### config.mk
export PLATFORM = sky130hd
export DESIGN_NAME = amd_operand_decoder
export DESIGN_NICKNAME = d
export VERILOG_FILES = /design/src/rtl/amd_pkg.sv /design/src/rtl/amd_src_decode.sv /design/src/rtl/amd_dst_decode.sv /design/src/rtl/amd_operand_decoder.sv
export SDC_FILE = /design/constraint.sdc
export NUM_CORES = 1
export LEC_CHECK = 0
export BUFFER_PORTS_ARGS = -buffer_cell sky130_fd_sc_hd__clkbuf_2
export CORE_MARGIN = 3
export CORE_UTILIZATION = 46
export CTS_BUF_LIST = sky130_fd_sc_hd__clkbuf_4
export CTS_CLUSTER_DIAMETER = 30
export DETAILED_ROUTE_END_ITERATION = 16
export MAX_ROUTING_LAYER = met4
export PLACE_DENSITY_LB_ADDON = 0.1
export SKIP_LAST_GASP = 1
export SYNTH_ARGS = -nofsm -noshare
export SYNTH_HDL_FRONTEND = slang
export SYNTH_HIERARCHICAL = 1
export SYNTH_SLANG_ARGS = --single-unit
### constraint.sdc
create_clock -name clk -period 1.2 [get_ports clk]
set_input_delay 0.24 -clock clk [delete_from_list [all_inputs] [get_ports clk]]
set_output_delay 0.24 -clock clk [all_outputs]
set_load 0.01 [all_outputs]
### src/rtl/amd_pkg.sv
package amd_pkg;
  localparam int WORD_W = 16;
  localparam int REG_W  = 4;

  typedef enum logic [2:0] {
    SM_REG   = 3'd0,
    SM_IDX   = 3'd1,
    SM_IND   = 3'd2,
    SM_AINC  = 3'd3,
    SM_SYM   = 3'd4,
    SM_ABS   = 3'd5,
    SM_IMM   = 3'd6,
    SM_CONST = 3'd7
  } src_mode_e;

  typedef enum logic [2:0] {
    DM_REG  = 3'd0,
    DM_IDX  = 3'd1,
    DM_SYM  = 3'd2,
    DM_ABS  = 3'd3,
    DM_NONE = 3'd4
  } dst_mode_e;

  typedef enum logic [1:0] {
    FMT_NONE   = 2'd0,
    FMT_SINGLE = 2'd1,
    FMT_JUMP   = 2'd2,
    FMT_DOUBLE = 2'd3
  } fmt_e;

  typedef struct packed {
    fmt_e              fmt;
    src_mode_e         smode;
    logic [REG_W-1:0]  sreg;
    dst_mode_e         dmode;
    logic [REG_W-1:0]  dreg;
    logic              byte_op;
    logic              cvld;
    logic [WORD_W-1:0] cval;
    logic [1:0]        ext;
    logic [1:0]        incr;
  } dec_t;
endpackage

### src/rtl/amd_src_decode.sv
module amd_src_decode
  import amd_pkg::*;
#(
  parameter int               RW        = 4,
  parameter int               WW        = 16,
  parameter logic [RW-1:0]    PC_IDX    = '0,
  parameter logic [RW-1:0]    SR_IDX    = RW'(2),
  parameter logic [RW-1:0]    CG_IDX    = RW'(3),
  parameter logic [1:0]       BYTE_STEP = 2'd1,
  parameter logic [1:0]       WORD_STEP = 2'd2
) (
  input  logic [RW-1:0] reg_i,
  input  logic [1:0]    as_i,
  input  logic          byte_i,
  output src_mode_e     mode_o,
  output logic          cvld_o,
  output logic [WW-1:0] cval_o,
  output logic [1:0]    incr_o,
  output logic          ext_o
);
  always_comb begin
    mode_o = src_mode_e'({1'b0, as_i});
    cvld_o = 1'b0;
    cval_o = '0;
    if (reg_i == CG_IDX) begin
      cvld_o = 1'b1;
      mode_o = SM_CONST;
      unique case (as_i)
        2'b00:   cval_o = '0;
        2'b01:   cval_o = WW'(1);
        2'b10:   cval_o = WW'(2);
        default: cval_o = '1;
      endcase
    end else if (reg_i == SR_IDX) begin
      unique case (as_i)
        2'b01: mode_o = SM_ABS;
        2'b10: begin mode_o = SM_CONST; cvld_o = 1'b1; cval_o = WW'(4); end
        2'b11: begin mode_o = SM_CONST; cvld_o = 1'b1; cval_o = WW'(8); end
        default: mode_o = SM_REG;
      endcase
    end else if (reg_i == PC_IDX) begin
      if (as_i == 2'b01) mode_o = SM_SYM;
      else if (as_i == 2'b11) mode_o = SM_IMM;
    end
  end

  always_comb begin
    incr_o = '0;
    if (mode_o == SM_AINC) incr_o = byte_i ? BYTE_STEP : WORD_STEP;
  end

  assign ext_o = (mode_o == SM_IDX) || (mode_o == SM_SYM) ||
                 (mode_o == SM_ABS) || (mode_o == SM_IMM);
endmodule

### src/rtl/amd_dst_decode.sv
module amd_dst_decode
  import amd_pkg::*;
#(
  parameter int            RW     = 4,
  parameter logic [RW-1:0] PC_IDX = '0,
  parameter logic [RW-1:0] SR_IDX = RW'(2)
) (
  input  logic          en_i,
  input  logic          ad_i,
  input  logic [RW-1:0] reg_i,
  output dst_mode_e     mode_o,
  output logic          ext_o
);
  always_comb begin
    if (!en_i)                 mode_o = DM_NONE;
    else if (!ad_i)            mode_o = DM_REG;
    else if (reg_i == PC_IDX)  mode_o = DM_SYM;
    else if (reg_i == SR_IDX)  mode_o = DM_ABS;
    else                       mode_o = DM_IDX;
  end

  assign ext_o = en_i & ad_i;
endmodule

### src/rtl/amd_operand_decoder.sv
module amd_operand_decoder
  import amd_pkg::*;
#(
  parameter logic [REG_W-1:0] PC_IDX = '0,
  parameter logic [REG_W-1:0] SR_IDX = REG_W'(2),
  parameter logic [REG_W-1:0] CG_IDX = REG_W'(3)
) (
  input  logic              clk,
  input  logic              rst_n,
  input  logic              in_valid,
  output logic              in_ready,
  input  logic [WORD_W-1:0] in_word,
  output logic              out_valid,
  input  logic              out_ready,
  output logic [1:0]        out_fmt,
  output logic [2:0]        out_src_mode,
  output logic [REG_W-1:0]  out_src_reg,
  output logic [2:0]        out_dst_mode,
  output logic [REG_W-1:0]  out_dst_reg,
  output logic              out_byte,
  output logic              out_const_vld,
  output logic [WORD_W-1:0] out_const,
  output logic [1:0]        out_ext_words,
  output logic [1:0]        out_incr
);
  localparam int OP_HI = WORD_W - 1;
  localparam int OP_LO = WORD_W - 4;

  fmt_e              fmt_w;
  logic              has_ops, is_double;
  logic [REG_W-1:0]  sreg_w;
  src_mode_e         smode_w;
  dst_mode_e         dmode_w;
  logic              scvld_w, sext_w, dext_w;
  logic [WORD_W-1:0] scval_w;
  logic [1:0]        sincr_w;
  dec_t              dec_d, dec_q;
  logic              take;

  always_comb begin
    if (in_word[OP_HI:OP_LO] == 4'b0001)      fmt_w = FMT_SINGLE;
    else if (in_word[OP_HI:OP_LO+1] == 3'b001) fmt_w = FMT_JUMP;
    else if (in_word[OP_HI:OP_LO+2] != 2'b00)  fmt_w = FMT_DOUBLE;
    else                                       fmt_w = FMT_NONE;
  end

  assign is_double = (fmt_w == FMT_DOUBLE);
  assign has_ops   = is_double || (fmt_w == FMT_SINGLE);
  assign sreg_w    = is_double ? in_word[11:8] : in_word[3:0];

  amd_src_decode #(
    .RW(REG_W), .WW(WORD_W), .PC_IDX(PC_IDX), .SR_IDX(SR_IDX), .CG_IDX(CG_IDX)
  ) u_src (
    .reg_i(sreg_w), .as_i(in_word[5:4]), .byte_i(in_word[6]),
    .mode_o(smode_w), .cvld_o(scvld_w), .cval_o(scval_w),
    .incr_o(sincr_w), .ext_o(sext_w)
  );

  amd_dst_decode #(
    .RW(REG_W), .PC_IDX(PC_IDX), .SR_IDX(SR_IDX)
  ) u_dst (
    .en_i(is_double), .ad_i(in_word[7]), .reg_i(in_word[3:0]),
    .mode_o(dmode_w), .ext_o(dext_w)
  );

  always_comb begin
    dec_d       = '0;
    dec_d.fmt   = fmt_w;
    dec_d.smode = SM_REG;
    dec_d.dmode = DM_NONE;
    if (has_ops) begin
      dec_d.smode   = smode_w;
      dec_d.sreg    = sreg_w;
      dec_d.dmode   = dmode_w;
      dec_d.dreg    = is_double ? in_word[3:0] : '0;
      dec_d.byte_op = in_word[6];
      dec_d.cvld    = scvld_w;
      dec_d.cval    = scval_w;
      dec_d.ext     = {1'b0, sext_w} + {1'b0, dext_w};
      dec_d.incr    = sincr_w;
    end
  end

  assign in_ready = !out_valid || out_ready;
  assign take     = in_valid && in_ready;

  always_ff @(posedge clk or negedge rst_n) begin
    if (!rst_n) begin
      out_valid <= 1'b0;
      dec_q     <= '0;
    end else begin
      if (take) begin
        out_valid <= 1'b1;
        dec_q     <= dec_d;
      end else if (out_ready) begin
        out_valid <= 1'b0;
      end
    end
  end

  a_r10_hold_on_stall: assert property (@(posedge clk) disable iff (!rst_n)
    out_valid && !out_ready |=> out_valid && $stable(dec_q));
  a_r10_ready_when_empty: assert property (@(posedge clk) disable iff (!rst_n)
    !out_valid |-> in_ready);
  a_r5_const_no_incr: assert property (@(posedge clk) disable iff (!rst_n)
    out_valid && out_const_vld |-> out_incr == 2'd0 && out_src_mode == SM_CONST);
  a_r7_ext_limit: assert property (@(posedge clk) disable iff (!rst_n)
    out_valid |-> out_ext_words != 2'd3);
  a_r8_incr_only_ainc: assert property (@(posedge clk) disable iff (!rst_n)
    out_valid && out_incr != 2'd0 |-> out_src_mode == SM_AINC);
  a_r11_no_dst_unless_double: assert property (@(posedge clk) disable iff (!rst_n)
    out_valid && out_fmt != FMT_DOUBLE |-> out_dst_mode == DM_NONE);

  assign out_fmt       = dec_q.fmt;
  assign out_src_mode  = dec_q.smode;
  assign out_src_reg   = dec_q.sreg;
  assign out_dst_mode  = dec_q.dmode;
  assign out_dst_reg   = dec_q.dreg;
  assign out_byte      = dec_q.byte_op;
  assign out_const_vld = dec_q.cvld;
  assign out_const     = dec_q.cval;
  assign out_ext_words = dec_q.ext;
  assign out_incr      = dec_q.incr;
endmodule

# Word level (Yosys, flattened, before mapping)
# Index checks and enable logic that the tools add are counted.
# word_totals
register_bits	39
latchBits	0
ram_bits	0
mem_bits_ro	0
inputBits	20
out_inout_bits	40
word_cells	68
memories	0
# op_classes
addsub	1
multipliers	0
div	0
order_cmp	0
eq_ne	15
shift	0
n_mux	27
n_bitwise	1
reduce_logical	13
# op_table
cell	count
16-bit one-hot mux with 3 select lines	1
36-bit 2-to-1 mux	1
16-bit 2-to-1 mux	2
3-bit 2-to-1 mux	8
4-bit by 2-bit == test with 1-bit output (second input constant)	3
2-bit 2-to-1 mux	6
3-bit == test (second input constant)	3
4-bit logical NOT	2
4-bit 2-to-1 mux	2
4-bit one-hot mux with 2 select lines	1
2-bit == test (second input constant)	3
3-bit by 1-bit == test with 1-bit output (second input constant)	2
3-bit one-hot mux with 2 select lines	1
1-bit logical OR	5
1-bit 2-to-1 mux	5
2-bit by 1-bit == test with 1-bit output (second input constant)	2
4-bit by 1-bit == test with 1-bit output (second input constant)	1
2-bit nonzero test	2
3-bit by 2-bit == test with 1-bit output (second input constant)	1
1-bit by 1-bit adder with 2-bit output	1
2-bit logical NOT	1
2-bit OR reduction	1
1-bit bitwise AND	1
1-bit logical AND	1
1-bit logical NOT	1

# Logic depth before layout (Yosys ltp)
# Gate-level depths: netlist of run 1.
# depth
depth_word	16
ltp_mapped	7
depth_no_buf	7

# Hierarchy
# The synthesis of run 1 kept the hierarchy.
# by_module_without_submodules
module	n_inst	cells_per_inst	area_per_inst_um2	seq_area_each_um2
amd_operand_decoder	1	110	1549.0	975.9
amd_src_decode	1	37	270.3	0.0
amd_dst_decode	1	6	33.8	0.0

# Least setup slack after synthesis of run 1
# Ideal clock, no wire load.
# synth_path
path_kind	input port to flip-flop
startpoint	input port in_word[15]
endpoint	register dec_q (netlist bit out_const[5])
setup_time_ns	0.067
arrival_ns	1.775
required_time_ns	1.133
setup_slack_ns	-0.641
path_stages	7
n_path_buf	1
path_cell_list	nor2_4 inv_4 mux2_4 nor3b_4 and4_1 buf_4 a22o_1
# synth_via
elab_chain_len	9
word_cells_on_any_way	13
cone_classes	eq/ne: 5; mux: 6; reduce/logical: 2
# synth_rtl
element	line	text
start: declaration	amd_operand_decoder.sv:12	input logic [WORD_W-1:0] in_word,
2-bit nonzero test	amd_operand_decoder.sv:43	else if (in_word[OP_HI:OP_LO+2] != 2'b00) fmt_w = FMT_DOUBLE;
2-bit 2-to-1 mux	amd_operand_decoder.sv:43	
2-bit 2-to-1 mux	amd_operand_decoder.sv:42	else if (in_word[OP_HI:OP_LO+1] == 3'b001) fmt_w = FMT_JUMP;
2-bit 2-to-1 mux *	amd_operand_decoder.sv:41	if (in_word[OP_HI:OP_LO] == 4'b0001) fmt_w = FMT_SINGLE;
2-bit == test *	amd_operand_decoder.sv:47	assign is_double = (fmt_w == FMT_DOUBLE);
named net is_double	amd_operand_decoder.sv:30	logic has_ops, is_double;
4-bit 2-to-1 mux *	amd_operand_decoder.sv:49	assign sreg_w = is_double ? in_word[11:8] : in_word[3:0];
named net sreg_w[3]	amd_operand_decoder.sv:31	logic [REG_W-1:0] sreg_w;
4-bit by 2-bit == test with 1-bit output *	amd_src_decode.sv:25	if (reg_i == CG_IDX) begin
16-bit 2-to-1 mux *	amd_src_decode.sv:25	
named net scval_w[5]	amd_operand_decoder.sv:35	logic [WORD_W-1:0] scval_w;
36-bit 2-to-1 mux *	amd_operand_decoder.sv:71	if (has_ops) begin
end signal: assignment	amd_operand_decoder.sv:90	dec_q <= '0;
end signal: assignment	amd_operand_decoder.sv:94	dec_q <= dec_d;
end: declaration	amd_operand_decoder.sv:37	dec_t dec_d, dec_q;
# The timed path passes the listed nets; every way through them passes the cells marked *.
# A chain may end at the register's enable or synchronous reset.

# Worst setup path after layout of run 1
# layout_path
startpoint	input port in_word[14]
endpoint	register dec_q (netlist bit out_ext_words[0])
# layout_via
elab_chain_len	16
word_cells_on_any_way	26
cone_classes	add/sub: 1; eq/ne: 10; mux: 8; bitwise: 1; reduce/logical: 6
# layout_rtl
element	line	text
2-bit nonzero test	amd_operand_decoder.sv:43	
2-bit 2-to-1 mux	amd_operand_decoder.sv:43	
2-bit 2-to-1 mux	amd_operand_decoder.sv:42	
2-bit 2-to-1 mux *	amd_operand_decoder.sv:41	
2-bit == test *	amd_operand_decoder.sv:47	
4-bit 2-to-1 mux *	amd_operand_decoder.sv:49	
named net sreg_w[1]	amd_operand_decoder.sv:31	
4-bit logical NOT	amd_src_decode.sv:41	end else if (reg_i == PC_IDX) begin
3-bit 2-to-1 mux	amd_src_decode.sv:41	
3-bit 2-to-1 mux	amd_src_decode.sv:34	end else if (reg_i == SR_IDX) begin
3-bit 2-to-1 mux *	amd_src_decode.sv:25	
3-bit by 1-bit == test with 1-bit output or 3-bit == test (tied branches)	amd_src_decode.sv:52	assign ext_o = (mode_o == SM_IDX) || (mode_o == SM_SYM) ||
1-bit logical OR (2 in a row)	amd_src_decode.sv:52	
1-bit logical OR *	amd_src_decode.sv:53	(mode_o == SM_ABS) || (mode_o == SM_IMM);
named net sext_w	amd_operand_decoder.sv:34	logic scvld_w, sext_w, dext_w;
1-bit by 1-bit adder with 2-bit output *	amd_operand_decoder.sv:79	dec_d.ext = {1'b0, sext_w} + {1'b0, dext_w};
36-bit 2-to-1 mux *	amd_operand_decoder.sv:71	
# Marks and branches as above.

==> reports/results.txt, run 1 <==
Worst-path clk slew -> 0.12 ns
WL final -> 4860 um
first-pass GRT wire length -> 7810 um
Worst EP required -> 1.45 ns
WP buf/inv -> 1
Crit Path Max Fanout -> 5
power per cell area -> 1260 mW/mm^2
HPWL Detailed -> 3070 um
P_leak -> 1.38 nW
pin count of the biggest net entering global routing -> 28
crit path kind -> input port to flip-flop
drt via density -> 5.55
DR WL/cell -> 17.0 um
Worst R2R Path Depth -> 7
fin crit period -> 1.50 ns
vias in the first global route -> 1584
drt first pass iters -> 4
max cap viols -> 0
clock insertion delay at the later pin of the skew report -> 0.35 ns
top cells by area, synth -> dfrtp_1 53%, a22o_1 15%, buf_4 4.9%, buf_6 3.0%, o21ai_0 3.0%
failing checks -> setup timing
Top delay family on crit path -> compound AO/OA/AOI/OAI gates
max frequency -> 668 MHz
Starting DRT DRC Count -> 136
RePlAce Congestion -> 0.867
run status -> complete, but fails checks
I/O pins -> 60
mapped cell area -> 0.00185 sq mm
Final #Nets -> 258
Die Ht -> 69.5 um
Max VDD drop -> 0.000714 V
CTS Buf Count -> 5
Worst Tran Pin Value -> 0.385 ns
WHS Path Cells -> 2
hold_sp -> in_word[6]
final worst-path cycle share -> 1.25
TNS Setup -> -6.26 ns
H-tree levels -> 2
Largest stage delay, worst path -> 0.35 ns
GRT Resource Usage Total -> 0.207
clk buf depth -> 2
register area share after synthesis -> 0.527
Mapped Avg Cell Area -> 12.1 sq um
Die Footprint -> 0.00483 sq mm
total count of hold-check failures in the final report -> 0
Critical R2R Capture -> out_const[12]$_DFFE_PN0P_
Root Driver -> clkbuf_4
Largest register FFs -> 16
post-synth top area share -> 0.527
area leader, netlist -> dfrtp_1
Hold Path End -> out_byte$_DFFE_PN0P_
drt drc -> 0
Layout area overhead -> 41.4%
crit path cell chain -> buf_6, nor2_4, mux2_4, o31a_2, o32ai_2, ha_1, a22o_1
# port buffers -> 59
Final Max Tran Viols -> 0
row count -> 22
GR Overflow Total -> 0
Seq cells post-synth -> 39
initial antenna violation count -> 0
Hold Crit Class -> input port to flip-flop
Worst path slowest cell -> o31a_2
r2r setup slk -> -0.17 ns
final worst slack -> -0.297 ns
Cells after Synth -> 153
setup violators final -> 34
Antenna Cells -> 0
Syn Nets -> 174
CTS sink count -> 39
# fillers -> 286
Initial Utilization -> 0.491
CP Launch Type -> input port
CP endpoint kind -> flip-flop
Synth Warn # -> 6
Synth cell types -> 35
RSZ-0062 raised after global routing -> true
clk_skew -> 0.00752 ns
Slew HR -> 0.743
die width -> 69.5 um
Worst R2R Start -> out_valid$_DFFE_PN0P_
CTS tree -> yes
vias after detailed routing -> 1586
Crit path arrival time -> 1.75 ns
layout cells sized above 1 -> 0.550
Post-DRT Antenna Nets -> 0
core box area -> 0.00377 sq mm
overall power -> 3.30 mW
==> worst max-delay path by stage <==
stage	depth (start not counted)	slack, ns	from	to
after floorplan	7	-0.60	in_word[14]	out_ext_words[0]$_DFFE_PN0P_
after global routing	7	-0.34	in_word[14]	out_ext_words[0]$_DFFE_PN0P_
after CTS	7	-0.31	in_word[14]	out_ext_words[0]$_DFFE_PN0P_
after detailed placement	7	-0.70	in_word[14]	out_ext_words[0]$_DFFE_PN0P_
after global placement	7	-0.66	in_word[14]	out_ext_words[0]$_DFFE_PN0P_
final	7	-0.30	in_word[14]	out_ext_words[0]$_DFFE_PN0P_
==> synth_stat cells <==
master	n
inv_2	1
mux2_4	1
mux2_2	3
buf_4	12
nor2_4	1
xnor2_1	1
a21o_2	1
buf_6	5
o32a_1	1
a211oi_4	1
nor4_1	1
nor2_1	3
o31a_2	1
nand2b_1	2
nor3_1	1
inv_1	7
o32ai_1	1
a22oi_1	1
and4_1	1
and3_2	4
nor4_2	1
buf_2	4
nor2b_4	1
ha_1	1
a21o_1	1
dfrtp_1	39
inv_4	1
o22a_1	1
a21boi_0	1
nor3b_4	1
nand2_1	8
a211oi_1	2
nand2b_4	1
o21ai_0	11
a22o_1	31
==> through the flow <==
| stage | setup WS, ns | hold slack [ns] | cell area, sq um | std cells | utilization |
|---|---|---|---|---|---|
| 2_1_floorplan | -0.597 | -0.0556 | 1880 | 153 | - |
| 5_1_grt | -0.342 | 0.145 | 2620 | 286 | 0.695 |
| 3_5_place_dp | -0.701 | 0.181 | 2270 | 262 | 0.602 |
| 3_3_place_gp | -0.664 | 0.160 | 2270 | 262 | 0.602 |
| 4_1_cts | -0.312 | 0.150 | 2520 | 283 | 0.667 |
| 6_report | -0.297 | 0.158 | 2620 | 286 | 0.695 |
==> placed cells by master, fill, tap and decap left out, types with 2 or more instances in the layout <==
cell type | synthesis | final
clkbuf_2 | 0 | 58
dfrtp_1 | 39 | 39
a22o_1 | 31 | 31
buf_4 | 12 | 23
buf_6 | 5 | 9
o21ai_0 | 11 | 8
inv_1 | 7 | 7
nand2_1 | 8 | 7
clkbuf_4 | 0 | 5
mux2_4 | 1 | 3
buf_12 | 0 | 3
and3_4 | 0 | 3
o21ai_1 | 0 | 2
nor2_1 | 3 | 2
bufinv_16 | 0 | 2
and4_4 | 0 | 2
clkbuf_16 | 0 | 2
nand2b_1 | 2 | 2
a211oi_2 | 0 | 2
==> area by class of cell <==
cell class	instances	area (sq um)	area share
Inverter	9	36.3	0.0138
Sequential cell	39	976	0.372
Multi-Input combinational cell	85	743	0.284
Clock buffer	5	37.5	0.0143
Clock inverter	3	67.6	0.0258
Timing Repair Buffer	97	699	0.267
Tap cell	48	60.1	0.0229
==> cells by family (layout without fill, tap and decap cells) <==
| family | after synthesis | in the layout | share of synthesized area |
|---|---|---|---|
| compound gates | 53 | 53 | 0.232 |
| xor+xnor | 1 | 1 | 0.00473 |
| fa+ha+maj | 1 | 1 | 0.00675 |
| buf+inv | 30 | 114 | 0.109 |
| flops | 39 | 39 | 0.527 |
| mux | 4 | 4 | 0.0263 |
| simple gates | 25 | 26 | 0.0939 |
==> repair_timing <==
| action | 4_1_cts | 5_1_grt |
|---|---|---|
| setup endpoints to repair | 29 | 39 |
| pin swaps | 9 | 16 |
| setup buffers | 9 | 4 |
| endpoints found under the hold margin | 12 | 0 |
| resized for setup | 14 | 17 |
| gates cloned | 4 | 2 |
| hold buffers | 1 | 0 |
==> routing by layer <==
metal  track usage  part of all wire
met1         0.275              0.43
met2         0.323              0.49
met3        0.0464             0.072
met4        0.0521             0.011
met5             -                 0
==> report_power, final <==
part | internal [mW] | switching (mW) | leakage (nW)
sequential | 1.42 | 0.0615 | 0.514
combinational | 0.375 | 0.361 | 0.812
clock | 0.648 | 0.441 | 0.0514
total | 2.44 | 0.864 | 1.38
(Power assumes the default switching activity.)
==> run 2: changes to the inputs <==
--- a/config.mk
+++ b/config.mk
@@ -10,11 +10,12 @@
 export CORE_UTILIZATION = 46
 export CTS_BUF_LIST = sky130_fd_sc_hd__clkbuf_4
 export CTS_CLUSTER_DIAMETER = 30
+export CTS_CLUSTER_SIZE = 30
 export DETAILED_ROUTE_END_ITERATION = 16
 export MAX_ROUTING_LAYER = met4
 export PLACE_DENSITY_LB_ADDON = 0.1
-export SKIP_LAST_GASP = 1
 export SYNTH_ARGS = -nofsm -noshare
 export SYNTH_HDL_FRONTEND = slang
 export SYNTH_HIERARCHICAL = 1
 export SYNTH_SLANG_ARGS = --single-unit
+export TNS_END_PERCENT = 50
==> run 2 against run 1 <==
Effect of this change: the flow still finishes with violations (setup timing); hold slack got worse by 0.0047 ns; final area fell by 7.4%; maximum frequency fell by 2.9%; register-to-register slack improved by 0.09 ns; final cell count fell by 3.1%; via count fell by 6.6%; critical path depth did not move; largest cell class unchanged; highest routed layer unchanged.
==> reports/results.txt, run 2 (same netlist as run 1, synthesis figures left out) <==
run status -> complete, but fails checks
failing checks -> setup timing
DR WL/cell -> 15.6 um
setup violators final -> 34
CTS sink count -> 39
GR Overflow Total -> 0
RSZ-0062 raised after global routing -> true
Hold Path End -> out_byte$_DFFE_PN0P_
Worst Tran Pin Value -> 0.263 ns
total count of hold-check failures in the final report -> 0
max frequency -> 649 MHz
# fillers -> 295
Worst R2R Path Depth -> 5
Initial Utilization -> 0.491
max cap viols -> 0
core box area -> 0.00377 sq mm
Worst path slowest cell -> mux2_4
CTS Buf Count -> 5
vias in the first global route -> 1458
Worst R2R Start -> out_valid$_DFFE_PN0P_
CTS tree -> yes
Die Footprint -> 0.00483 sq mm
Max VDD drop -> 0.000767 V
die width -> 69.5 um
Layout area overhead -> 31.0%
Die Ht -> 69.5 um
placed insts -> 262
clock insertion delay at the later pin of the skew report -> 0.34 ns
final worst-path cycle share -> 1.28
Worst-path clk slew -> 0.11 ns
Starting DRT DRC Count -> 125
Critical R2R Capture -> out_src_reg[0]$_DFFE_PN0P_
clk buf depth -> 2
Detail Route met3 WL -> 281 um
hold_sp -> in_word[6]
CP endpoint kind -> flip-flop
crit path cell chain -> buf_6, nor2_4, mux2_4, nor3b_4, o32ai_2, ha_1, a22o_1
commonest non-fill, non-tap cells in the layout -> 57 x clkbuf_2, 39 x dfrtp_1, 31 x a22o_1, 24 x buf_4, 8 x nand2_1
row count -> 22
vias after detailed routing -> 1481
Final #Nets -> 249
drt first pass iters -> 4
Slew HR -> 0.823
r2r setup slk -> -0.08 ns
Crit Path Max Fanout -> 5
Worst EP required -> 1.44 ns
P_leak -> 1.30 nW
Post-DRT Antenna Nets -> 0
fin crit period -> 1.54 ns
Antenna Cells -> 0
WP buf/inv -> 1
Metal-1 WL -> 1930 um
CP Launch Type -> input port
Finished Layout Cells -> 277
Post-Route Utilization -> 0.644
WL final -> 4310 um
final worst slack -> -0.341 ns
max layer used -> met4
Largest stage delay, worst path -> 0.35 ns
HPWL Detailed -> 3130 um
Root Driver -> clkbuf_4
Final Max Tran Viols -> 0
Largest register FFs -> 16
power per cell area -> 1220 mW/mm^2
# port buffers -> 59
pin count of the biggest net entering global routing -> 40
drt via density -> 5.35
I/O pins -> 60
metal2 WL -> 2050 um
Hold Crit Class -> input port to flip-flop
drt drc -> 0
Top delay family on crit path -> simple AND/OR/NAND/NOR gates
first-pass GRT wire length -> 7080 um
Crit path arrival time -> 1.78 ns
RePlAce Congestion -> 0.793
clk_skew -> 0.00729 ns
crit path kind -> input port to flip-flop
GRT Resource Usage Total -> 0.188
WHS Path Cells -> 2
most common cell after layout, fill and taps aside -> clkbuf_2
layout cells sized above 1 -> 0.520
initial antenna violation count -> 0
H-tree levels -> 2
## run 2: changes by cell type in the layout (fill, tap and decap cells not counted), moves of 2 or more
cell and change:
buf_6 -5, and3_2 +3, and3_4 -3, a211oi_1 +2
a211oi_2 -2, clkbuf_16 -2
## run 2: worst max-delay path by stage
stage	start	endpoint	slack, ns	cells past startpoint
finish	in_word[14]	out_ext_words[0]$_DFFE_PN0P_	-0.34	7
global route	in_word[14]	out_ext_words[0]$_DFFE_PN0P_	-0.40	8
CTS	in_word[15]	out_ext_words[0]$_DFFE_PN0P_	-0.33	7
detailed placement	in_word[14]	out_ext_words[0]$_DFFE_PN0P_	-0.71	7
global placement	in_word[14]	out_ext_words[0]$_DFFE_PN0P_	-0.66	7
floorplan	in_word[14]	out_ext_words[0]$_DFFE_PN0P_	-0.60	7
## run 2: layout make-up
| cell class | count | area, sq um | share of cell area |
|---|---|---|---|
| Clock buffer | 5 | 37.5 | 0.0155 |
| Clock inverter | 3 | 38.8 | 0.0160 |
| Inverter | 9 | 36.3 | 0.0149 |
| Multi-Input combinational cell | 85 | 718 | 0.296 |
| Sequential cell | 39 | 976 | 0.402 |
| Tap cell | 48 | 60.1 | 0.0247 |
| Timing Repair Buffer | 88 | 561 | 0.231 |
## run 2: timing repair
item                                    CTS  global route
hold buffers                              1             0
gates cloned                              0             1
endpoints found under the hold margin    39             0
buffers inserted                          1             4
endpoints found under the setup margin   31            39
gates resized for setup                   4            11
pin swaps                                 2            17
## run 2: per-stage QoR
stage	cell area, sq um	setup WS [ns]	hold WS [ns]	total power [mW]	setup TNS [ns]
finish	2430	-0.341	0.153	2.97	-5.78
global route	2430	-0.398	0.162	3.13	-7.61
CTS	2360	-0.334	0.133	2.98	-5.12
detailed placement	2260	-0.712	0.228	2.11	-14.85
global placement	2260	-0.659	0.223	2.09	-13.22
floorplan	1870	-0.597	-0.0556	1.83	-11.92
## run 2: report_power, final
part	switching, mW	leakage, nW	internal, mW	total [mW]
combinational	0.330	0.739	0.316	0.646
clock	0.420	0.0426	0.429	0.848
sequential	0.0596	0.514	1.42	1.47
## run 2: layer usage
| layer | global-route usage | up-vias |
|---|---|---|
| li1 | - | 700 |
| met1 | 0.246 | 715 |
| met2 | 0.284 | 60 |
| met3 | 0.0551 | 6 |
| met4 | 0.0564 | 0 |
| met5 | - | - |
## run 2: worst register-to-register path, stage by stage, from the launching register on
cell	delay, ns
dfrtp_1	0.39
nor2b_4	0.13
buf_6	0.11
a211oi_4	0.23
buf_12	0.19
a22o_1	0.16
